<file path="src/rtl/flash_ctrl_pkg.sv">
package flash_ctrl_pkg;
  localparam int unsigned REG_W     = 32;
  localparam int unsigned BIT_IDONE = 27;
  localparam int unsigned BIT_IOK   = 26;
  localparam int unsigned BIT_START = 25;
  localparam int unsigned BIT_DIR   = 24;

  typedef enum logic [2:0] {
    INIT_RD0, INIT_WT0, INIT_RD1, INIT_WT1, INIT_FIN
  } init_state_e;
endpackage

</file>
<file path="src/rtl/flash_access_engine.sv">
module flash_access_engine #(
  parameter int unsigned ADDR_W     = 19,
  parameter int unsigned DATA_W     = 8,
  parameter int unsigned ACC_CYCLES = 4
) (
  input  logic              clk_i,
  input  logic              rst_ni,
  input  logic              go_i,
  input  logic              rd_i,
  input  logic [ADDR_W-1:0] addr_i,
  input  logic [DATA_W-1:0] wdata_i,
  output logic              busy_o,
  output logic              done_o,
  output logic              cur_rd_o,
  output logic [DATA_W-1:0] rdata_o,
  output logic [ADDR_W-1:0] fl_addr_o,
  input  logic [DATA_W-1:0] fl_data_i,
  output logic [DATA_W-1:0] fl_data_o,
  output logic              fl_data_oe_o,
  output logic              fl_ce_no,
  output logic              fl_oe_no,
  output logic              fl_we_no
);
  localparam int unsigned CW = $clog2(ACC_CYCLES + 1);

  logic              busy_q, rd_q;
  logic [CW-1:0]     cnt_q;
  logic [ADDR_W-1:0] addr_q;
  logic [DATA_W-1:0] wd_q;

  always_ff @(posedge clk_i or negedge rst_ni) begin
    if (!rst_ni) begin
      busy_q <= 1'b0;
      rd_q   <= 1'b0;
      cnt_q  <= '0;
      addr_q <= '0;
      wd_q   <= '0;
    end else if (go_i && !busy_q) begin
      busy_q <= 1'b1;
      rd_q   <= rd_i;
      cnt_q  <= CW'(ACC_CYCLES - 1);
      addr_q <= addr_i;
      wd_q   <= wdata_i;
    end else if (busy_q && cnt_q == '0) begin
      busy_q <= 1'b0;
    end else if (busy_q) begin
      cnt_q <= cnt_q - 1'b1;
    end
  end

  assign busy_o       = busy_q;
  assign done_o       = busy_q && (cnt_q == '0);
  assign cur_rd_o     = rd_q;
  assign rdata_o      = fl_data_i;  // valid with done_o
  assign fl_addr_o    = addr_q;
  assign fl_data_o    = wd_q;
  assign fl_data_oe_o = busy_q && !rd_q;
  assign fl_ce_no     = !busy_q;
  assign fl_oe_no     = !(busy_q && rd_q);
  assign fl_we_no     = !(busy_q && !rd_q);
endmodule

</file>
<file path="src/rtl/flash_init_seq.sv">
module flash_init_seq
  import flash_ctrl_pkg::*;
#(
  parameter int unsigned       ADDR_W   = 19,
  parameter int unsigned       DATA_W   = 8,
  parameter logic [2*DATA_W-1:0] INIT_SIG = 16'hA55A
) (
  input  logic              clk_i,
  input  logic              rst_ni,
  input  logic              done_i,
  input  logic [DATA_W-1:0] rdata_i,
  output logic              go_o,
  output logic [ADDR_W-1:0] addr_o,
  output logic              active_o,
  output logic              init_done_o,
  output logic              init_ok_o
);
  init_state_e       state_q;
  logic [DATA_W-1:0] b0_q;
  logic              ok_q;

  always_ff @(posedge clk_i or negedge rst_ni) begin
    if (!rst_ni) begin
      state_q <= INIT_RD0;
      b0_q    <= '0;
      ok_q    <= 1'b0;
    end else begin
      unique case (state_q)
        INIT_RD0: state_q <= INIT_WT0;
        INIT_WT0: if (done_i) begin
          b0_q    <= rdata_i;
          state_q <= INIT_RD1;
        end
        INIT_RD1: state_q <= INIT_WT1;
        INIT_WT1: if (done_i) begin
          ok_q    <= ({b0_q, rdata_i} == INIT_SIG);
          state_q <= INIT_FIN;
        end
        default:  state_q <= INIT_FIN;
      endcase
    end
  end

  assign go_o        = (state_q == INIT_RD0) || (state_q == INIT_RD1);
  assign addr_o      = (state_q == INIT_RD1 || state_q == INIT_WT1) ? ADDR_W'(1) : '0;
  assign active_o    = (state_q != INIT_FIN);
  assign init_done_o = (state_q == INIT_FIN);
  assign init_ok_o   = ok_q;
endmodule

</file>
<file path="src/rtl/flash_cmd_regs.sv">
module flash_cmd_regs
  import flash_ctrl_pkg::*;
#(
  parameter int unsigned ADDR_W = 19,
  parameter int unsigned DATA_W = 8
) (
  input  logic              clk_i,
  input  logic              rst_ni,
  input  logic              reg_addr_i,
  input  logic [REG_W-1:0]  reg_wdata_i,
  input  logic              reg_we_i,
  input  logic              reg_re_i,
  output logic [REG_W-1:0]  reg_rdata_o,
  input  logic              init_done_i,
  input  logic              init_ok_i,
  input  logic              busy_i,
  input  logic              done_i,
  input  logic              cur_rd_i,
  input  logic [DATA_W-1:0] rdata_i,
  output logic              go_o,
  output logic              rd_o,
  output logic [ADDR_W-1:0] addr_o,
  output logic [DATA_W-1:0] wdata_o,
  output logic              start_o
);
  logic [ADDR_W-1:0] addr_q;
  logic              dir_q, start_q;
  logic [DATA_W-1:0] data_q;
  logic              cmd_wr, data_wr;

  assign cmd_wr  = reg_we_i && !reg_addr_i;
  assign data_wr = reg_we_i &&  reg_addr_i;
  assign go_o    = cmd_wr && reg_wdata_i[BIT_START] && init_done_i && !busy_i;
  assign rd_o    = reg_wdata_i[BIT_DIR];
  assign addr_o  = reg_wdata_i[ADDR_W-1:0];
  assign wdata_o = data_q;
  assign start_o = start_q;

  always_ff @(posedge clk_i or negedge rst_ni) begin
    if (!rst_ni) begin
      addr_q  <= '0;
      dir_q   <= 1'b0;
      start_q <= 1'b0;
      data_q  <= '0;
    end else begin
      if (cmd_wr) begin
        addr_q <= reg_wdata_i[ADDR_W-1:0];
        dir_q  <= reg_wdata_i[BIT_DIR];
      end
      if (go_o)                  start_q <= 1'b1;
      else if (done_i && start_q) start_q <= 1'b0;
      // completed read wins over a same-cycle data write
      if (done_i && start_q && cur_rd_i) data_q <= rdata_i;
      else if (data_wr)                  data_q <= reg_wdata_i[DATA_W-1:0];
    end
  end

  always_comb begin
    reg_rdata_o = '0;
    if (reg_re_i) begin
      if (reg_addr_i) begin
        reg_rdata_o[DATA_W-1:0] = data_q;
      end else begin
        reg_rdata_o[ADDR_W-1:0] = addr_q;
        reg_rdata_o[BIT_DIR]    = dir_q;
        reg_rdata_o[BIT_START]  = start_q;
        reg_rdata_o[BIT_IOK]    = init_ok_i;
        reg_rdata_o[BIT_IDONE]  = init_done_i;
      end
    end
  end
endmodule

</file>
<file path="src/rtl/flash_xfer_ctrl.sv">
module flash_xfer_ctrl #(
  parameter int unsigned ADDR_W     = 19,
  parameter int unsigned DATA_W     = 8,
  parameter int unsigned ACC_CYCLES = 4,
  parameter logic [15:0] INIT_SIG   = 16'hA55A
) (
  input  logic              clk_i,
  input  logic              rst_ni,
  input  logic              reg_addr_i,
  input  logic [31:0]       reg_wdata_i,
  input  logic              reg_we_i,
  input  logic              reg_re_i,
  output logic [31:0]       reg_rdata_o,
  output logic [ADDR_W-1:0] fl_addr_o,
  input  logic [DATA_W-1:0] fl_data_i,
  output logic [DATA_W-1:0] fl_data_o,
  output logic              fl_data_oe_o,
  output logic              fl_ce_no,
  output logic              fl_oe_no,
  output logic              fl_we_no
);
  logic              busy, done, cur_rd;
  logic [DATA_W-1:0] rdata;
  logic              init_go, init_active, init_done, init_ok;
  logic [ADDR_W-1:0] init_addr;
  logic              sw_go, sw_rd, sw_start;
  logic [ADDR_W-1:0] sw_addr;
  logic [DATA_W-1:0] sw_wdata;
  logic              eng_go, eng_rd;
  logic [ADDR_W-1:0] eng_addr;

  assign eng_go   = init_go || sw_go;
  assign eng_rd   = init_active ? 1'b1 : sw_rd;
  assign eng_addr = init_active ? init_addr : sw_addr;

  flash_access_engine #(
    .ADDR_W(ADDR_W), .DATA_W(DATA_W), .ACC_CYCLES(ACC_CYCLES)
  ) u_engine (
    .clk_i, .rst_ni,
    .go_i(eng_go), .rd_i(eng_rd), .addr_i(eng_addr), .wdata_i(sw_wdata),
    .busy_o(busy), .done_o(done), .cur_rd_o(cur_rd), .rdata_o(rdata),
    .fl_addr_o, .fl_data_i, .fl_data_o, .fl_data_oe_o,
    .fl_ce_no, .fl_oe_no, .fl_we_no
  );

  flash_init_seq #(
    .ADDR_W(ADDR_W), .DATA_W(DATA_W), .INIT_SIG(INIT_SIG)
  ) u_init (
    .clk_i, .rst_ni, .done_i(done), .rdata_i(rdata),
    .go_o(init_go), .addr_o(init_addr), .active_o(init_active),
    .init_done_o(init_done), .init_ok_o(init_ok)
  );

  flash_cmd_regs #(
    .ADDR_W(ADDR_W), .DATA_W(DATA_W)
  ) u_regs (
    .clk_i, .rst_ni, .reg_addr_i, .reg_wdata_i, .reg_we_i, .reg_re_i, .reg_rdata_o,
    .init_done_i(init_done), .init_ok_i(init_ok), .busy_i(busy), .done_i(done),
    .cur_rd_i(cur_rd), .rdata_i(rdata),
    .go_o(sw_go), .rd_o(sw_rd), .addr_o(sw_addr), .wdata_o(sw_wdata), .start_o(sw_start)
  );
endmodule

</file>
<file path="config.mk">
export PLATFORM = sky130hd
export DESIGN_NAME = flash_xfer_ctrl
export DESIGN_NICKNAME = d
export VERILOG_FILES = /design/src/rtl/flash_ctrl_pkg.sv /design/src/rtl/flash_access_engine.sv /design/src/rtl/flash_init_seq.sv /design/src/rtl/flash_cmd_regs.sv /design/src/rtl/flash_xfer_ctrl.sv
export SDC_FILE = /design/constraint.sdc
export NUM_CORES = 1
export LEC_CHECK = 0
export BUFFER_PORTS_ARGS = -buffer_cell sky130_fd_sc_hd__buf_4
export CAP_MARGIN = 30
export CORE_ASPECT_RATIO = 1.2
export CORE_MARGIN = 1.5
export CORE_UTILIZATION = 40
export DETAILED_ROUTE_END_ITERATION = 6
export PLACE_DENSITY_LB_ADDON = 0.2
export RECOVER_POWER = 100
export SLEW_MARGIN = 20
export SYNTH_ARGS = -nofsm -noshare
export SYNTH_HDL_FRONTEND = slang
export SYNTH_HIERARCHICAL = 1
export SYNTH_SLANG_ARGS = --single-unit
</file>
<file path="constraint.sdc">
create_clock -name clk_i -period 2.05 [get_ports clk_i]
set_clock_uncertainty 0.05 [all_clocks]
set_input_delay 0.205 -clock clk_i [delete_from_list [all_inputs] [get_ports clk_i]]
set_output_delay 0.205 -clock clk_i [all_outputs]
set_load 0.05 [all_outputs]
</file>
# Yosys cells after proc, flatten, opt, wreduce, memory -nomap -nowiden
# Index checks and enable logic that the tools add are counted.
[word_totals]
out_inout_bits = 63
in_bits = 45
elab_cells = 71
register_bits = 73
[op_classes]
muxes = 20
add_sub_neg = 1
eq_ne = 9
reduce_logical = 29
[op_table]
columns = ["operator", "count"]
rows = [
  ["$mux 19", 2],
  ["$mux 8", 3],
  ["$eq 16x16->1 const B", 1],
  ["$mux 3", 5],
  ["$pmux 3 s4", 1],
  ["$logic_and 1x1->1", 11],
  ["$mux 11", 1],
  ["$mux 4", 2],
  ["$reduce_and 2->1", 4],
  ["$reduce_bool 2->1", 4],
  ["$eq 3x2->1 const B", 2],
  ["$logic_not 3->1", 2],
  ["$mux 1", 6],
  ["$logic_not 1->1", 5],
  ["$ne 2x1->1 const B", 2],
  ["$eq 3x1->1 const B", 1],
  ["$eq 3x3->1 const B", 1],
  ["$logic_or 1x1->1", 3],
  ["$ne 3x3->1 const B", 1],
  ["$sub 3x1->3 const B", 1],
  ["$ne 2x2->1 const B", 1],
]

# Logic depth before layout (Yosys ltp)
[depth]
ltp_word = 9
mapped_depth = 10

# Hierarchy
# Netlist, hierarchy kept.
[by_module_without_submodules]
columns = ["mod", "n_inst", "cells_per_inst", "area_per_inst_um2", "seq_area_each_um2"]
rows = [
  ["flash_cmd_regs", 1, 159, 1860.5, 725.7],
  ["flash_access_engine", 1, 93, 1436.4, 800.8],
  ["flash_init_seq", 1, 60, 668.1, 300.3],
  ["flash_xfer_ctrl", 1, 23, 320.3, 0.0],
]

# Worst setup path after synthesis
# OpenSTA, ideal clock, no wires.
[synth_timing]
path_kind = "register -> register"
from = "register u_init.state_q[2]"
to = "register u_engine.rd_q, in the netlist u_engine/cur_rd_o"
stages_incl_launch_ff = 11
t_arrival_ns = 1.829
setup_ns = 0.125
path_buffers = 3
synth_period_minus_slack_ns = 2.004
setup_slack_ns = 0.046
required_ns = 1.875
path_cell_list = "dfrtp_1 -> clkbuf_2 -> nand2_1 -> inv_1 -> nand2_1 -> nor3_1 -> or2_2 -> nor2b_2 -> buf_6 -> buf_12 -> mux2_4"
[synth_between]
elab_cells_between_ends = 10
classes_between = "3 x eq/ne; 1 x mux; 6 x reduce/logical"
[synth_lines]
columns = ["element", "line_no", "rtl"]
rows = [
  ["start, declared", "flash_init_seq.sv:18", "init_state_e state_q;"],
  ["start signal, assigned", "flash_init_seq.sv:24", "state_q <= INIT_RD0;"],
  ["start signal, assigned", "flash_init_seq.sv:29", "INIT_RD0: state_q <= INIT_WT0;"],
  ["start signal, assigned", "flash_init_seq.sv:32", "state_q <= INIT_RD1;"],
  ["$ne 3x3->1", "flash_init_seq.sv:46", "assign active_o = (state_q != INIT_FIN);"],
  ["named net init_active", "flash_xfer_ctrl.sv:24", "logic init_go, init_active, init_done, init_ok;"],
  ["$mux 1", "flash_xfer_ctrl.sv:33", "assign eng_rd = init_active ? 1'b1 : sw_rd;"],
  ["end signal, assigned", "flash_access_engine.sv:40", "rd_q <= rd_i;"],
  ["end, declared", "flash_access_engine.sv:26", "logic busy_q, rd_q;"],
]
# The timed path passes the listed nets, and every way through them passes these cells.
# A chain may end at the register's enable or synchronous reset.

# Worst setup path after layout
[layout_timing]
from = "register u_init.state_q[0]"
to = "register u_engine.addr_q[13], in the netlist u_engine/fl_addr_o[13]"
[layout_between]
elab_cells_between_ends = 10
classes_between = "3 x eq/ne; 1 x mux; 6 x reduce/logical"
[layout_lines]
columns = ["element", "line_no", "rtl"]
rows = [
  ["$ne 3x3->1", "flash_init_seq.sv:46", ""],
  ["named net init_active", "flash_xfer_ctrl.sv:24", ""],
  ["$mux 19", "flash_xfer_ctrl.sv:34", "assign eng_addr = init_active ? init_addr : sw_addr;"],
  ["end signal, assigned", "flash_access_engine.sv:42", "addr_q <= addr_i;"],
  ["end, declared", "flash_access_engine.sv:28", "logic [ADDR_W-1:0] addr_q;"],
]
# The timed path passes the listed nets, and every way through them passes these cells.

==> flow_summary.json <==
{
  "first_global_vias": 2529,
  "final_cell_mix": "dfrtp_1, buf_4, clkbuf_1, mux2_4, conb_1",
  "drt-initial-drc-count": 55,
  "hold_class": "input pin to flop",
  "dr_total_vias": 2546,
  "p_leak_nw": 2.24,
  "critPathLaunchType": "flop",
  "hold_buffers": 1,
  "syn_area_per_cell_um2": 12.8,
  "hpwlAfterDp_mm": 6.00,
  "clock_sinks": 73,
  "finalSetupViolCount": 0,
  "cts_setup_buffers": 0,
  "arrival_ns": 2.06,
  "io_buffers": 87,
  "status": "complete, no violations",
  "drive_gt1_share_pct": 36.9,
  "slew_viol_final": 0,
  "wirelength_mm": 8.34,
  "setup_tns_ns": 0,
  "required_ns": 2.22,
  "yosys_register_bits": 73,
  "syn_to_final_growth_pct": 11.9,
  "power_density_nw_per_um2": 1320,
  "layout.area.seq_um2": 1830,
  "cts_resized": 0,
  "cts_buffers": 9,
  "die_width_um": 97.5,
  "grt_max_degree": 35,
  "insertion_delay_ns": 0.33,
  "antenna_found_initial": 0,
  "dieArea_um2": 11300,
  "fin_nets": 451,
  "fin_crit_sh_pct": 92.3,
  "cts.htree.levels": 3,
  "final_common_cell": "dfrtp_1",
  "fmax_ghz": 0.528,
  "holdWs_ns": 0.0528,
  "grt_usage_pct": 15.3,
  "synth_top_cell_by_area": "dfrtp_1",
  "path_max_fanout": 7,
  "grt_setup_unrepaired": "no",
  "clk_pin_slew_ns": 0.05,
  "dpl_worst_slack_ns": 0.198,
  "max_slew_margin_pct": 39.1,
  "ios": 108,
  "cts_root_buf": "clkbuf_16",
  "drc_errors": 0,
  "die_y_um": 116,
  "diodes": 0,
  "vias_per_cell": 4.73,
  "cts_tree": "built",
  "place.gp.congestion": 0.729,
  "synthDistinctLibCells": 39,
  "tightest_slew_ns": 0.914,
  "multi_input_area_um2": 1860,
  "postRouteAntennaNets": 0,
  "synthCells": 335,
  "path_class": "flop to flop",
  "fin_util_pct": 45.8,
  "final_hold_viol_count": 0,
  "yosysTopAreaCellShare_pct": 42.6,
  "cp-end-kind": "flop",
  "synth_warnings": 6,
  "core_area_um2": 10500,
  "vdd_drop_max_v": 0.000387,
  "setup_slack_ns": 0.157,
  "grt.overflow.total": 0,
  "firstDrtPassIters": 4,
  "wl_per_cell_um": 15.5,
  "grt_pass1_wl_mm": 13.4,
  "drv_cap": 0,
  "yosysSeqAreaShare_pct": 42.6,
  "synth.area.top_cells": "dfrtp_1, mux2_4, buf_4, mux2_2, and2_1",
  "rows": 41,
  "start_util_pct": 40.9,
  "synth_area_um2": 4290,
  "fillers": 1050,
  "cts_buffer_depth": 2,
  "min_period_ns": 1.89
}
## through the flow
step                      instances  power [mW]  instance area (um^2)
after global placement          521        5.24                  4750
final                           538        6.33                  4790
after global routing            538        6.65                  4790
after detailed placement        521        5.29                  4750
after CTS                       538        6.86                  5050
after floorplan                 360        4.45                  4380
## registers in the layout, summed over array words and instances, names as in the netlist, 3 cells and up
name / cells
u_regs/wdata_o: 8
u_init/b0_q: 8
u_regs/addr_q: 19
u_init/state_q: 3
u_engine/fl_addr_o: 19
u_engine/fl_data_o: 8
u_engine/cnt_q: 3
## critical path, cell delays in order (launching register included)
cell and delay [ns]:
dfrtp_1 0.38, nor2_1 0.10, nand2_1 0.07, inv_1 0.06, nand2_1 0.08, nor3_1 0.11, or2_2 0.14, nor2b_4 0.17
clkbuf_2 0.29, mux2_4 0.33
## routing by layer
| metal | global-route usage, % | part of all wire, % | vias up |
|---|---|---|---|
| li1 | - | - | 1217 |
| met2 | 23.1 | 47 | 58 |
| met5 | 0 | 0 | - |
| met4 | 5.43 | 1.6 | 0 |
| met3 | 4.07 | 4.4 | 12 |
| met1 | 21.4 | 47 | 1259 |
## path summary, 6_finish.rpt
kind | start | endpoint | slack, ns | cells after the start
min | reg_wdata_i[13] | u_regs/addr_q[13]$_DFFE_PN0P_ | 0.05 | 2
min reg2reg | u_regs/addr_q[14]$_DFFE_PN0P_ | u_regs/addr_q[14]$_DFFE_PN0P_ | 0.43 | 1
max in group asynchronous | rst_ni | u_init/state_q[1]$_DFFE_PN0P_ | 0.45 | 3
min in group asynchronous | rst_ni | u_regs/addr_q[11]$_DFFE_PN0P_ | 0.48 | 2
max | u_init/state_q[0]$_DFFE_PN0P_ | u_engine/fl_addr_o[13]$_DFFE_PN0P_ | 0.16 | 9
max reg2reg | u_init/state_q[0]$_DFFE_PN0P_ | u_engine/fl_addr_o[13]$_DFFE_PN0P_ | 0.16 | 9
## power by group
part	total, mW	internal (mW)	switching [mW]
clock network	1.54	0.972	0.566
registers	2.20	1.89	0.309
logic	2.59	0.761	1.83
total	6.33	3.63	2.71
## cell type report
type | count | area share [%]
clock buffers | 13 | 5.22
clock inverters | 3 | 0.835
inverters | 8 | 0.626
multi-input cells | 209 | 38.9
flip-flops and latches | 73 | 38.1
well taps | 129 | 3.37
repair buffers | 103 | 13.0
## synthesized netlist by cell type, drive strengths merged
cell type  number
o32ai           1
ha              2
xor2            1
nand2b          2
inv             8
nand4           1
mux2           75
nand3          12
and2           15
or2             2
clkbuf          3
and3b           1
nor2b          12
nor4bb          4
buf            67
nand2           5
nor3            2
a21bo           8
conb            2
o21a            2
a31oi           8
nor2            7
a21oi           2
mux2i           9
o21ai           1
nor3b           1
or2b            1
dfrtp          73
and4b           8
## cells by family (layout without fill, tap and decap cells)
kind of cell	count (synthesis)	in the layout	share of synthesized area, %
AOI/OAI and AO/OA	22	22	4.12
muxes	84	84	26.7
and+or+nand+nor	73	73	11.5
buffers and inverters	78	127	14.0
other	2	27	0.175
xor gates and xnor gates	1	1	0.204
DFF	73	73	42.6
adders and majority gates	2	2	0.584
No activity file was read; power rests on OpenSTA's default activity.
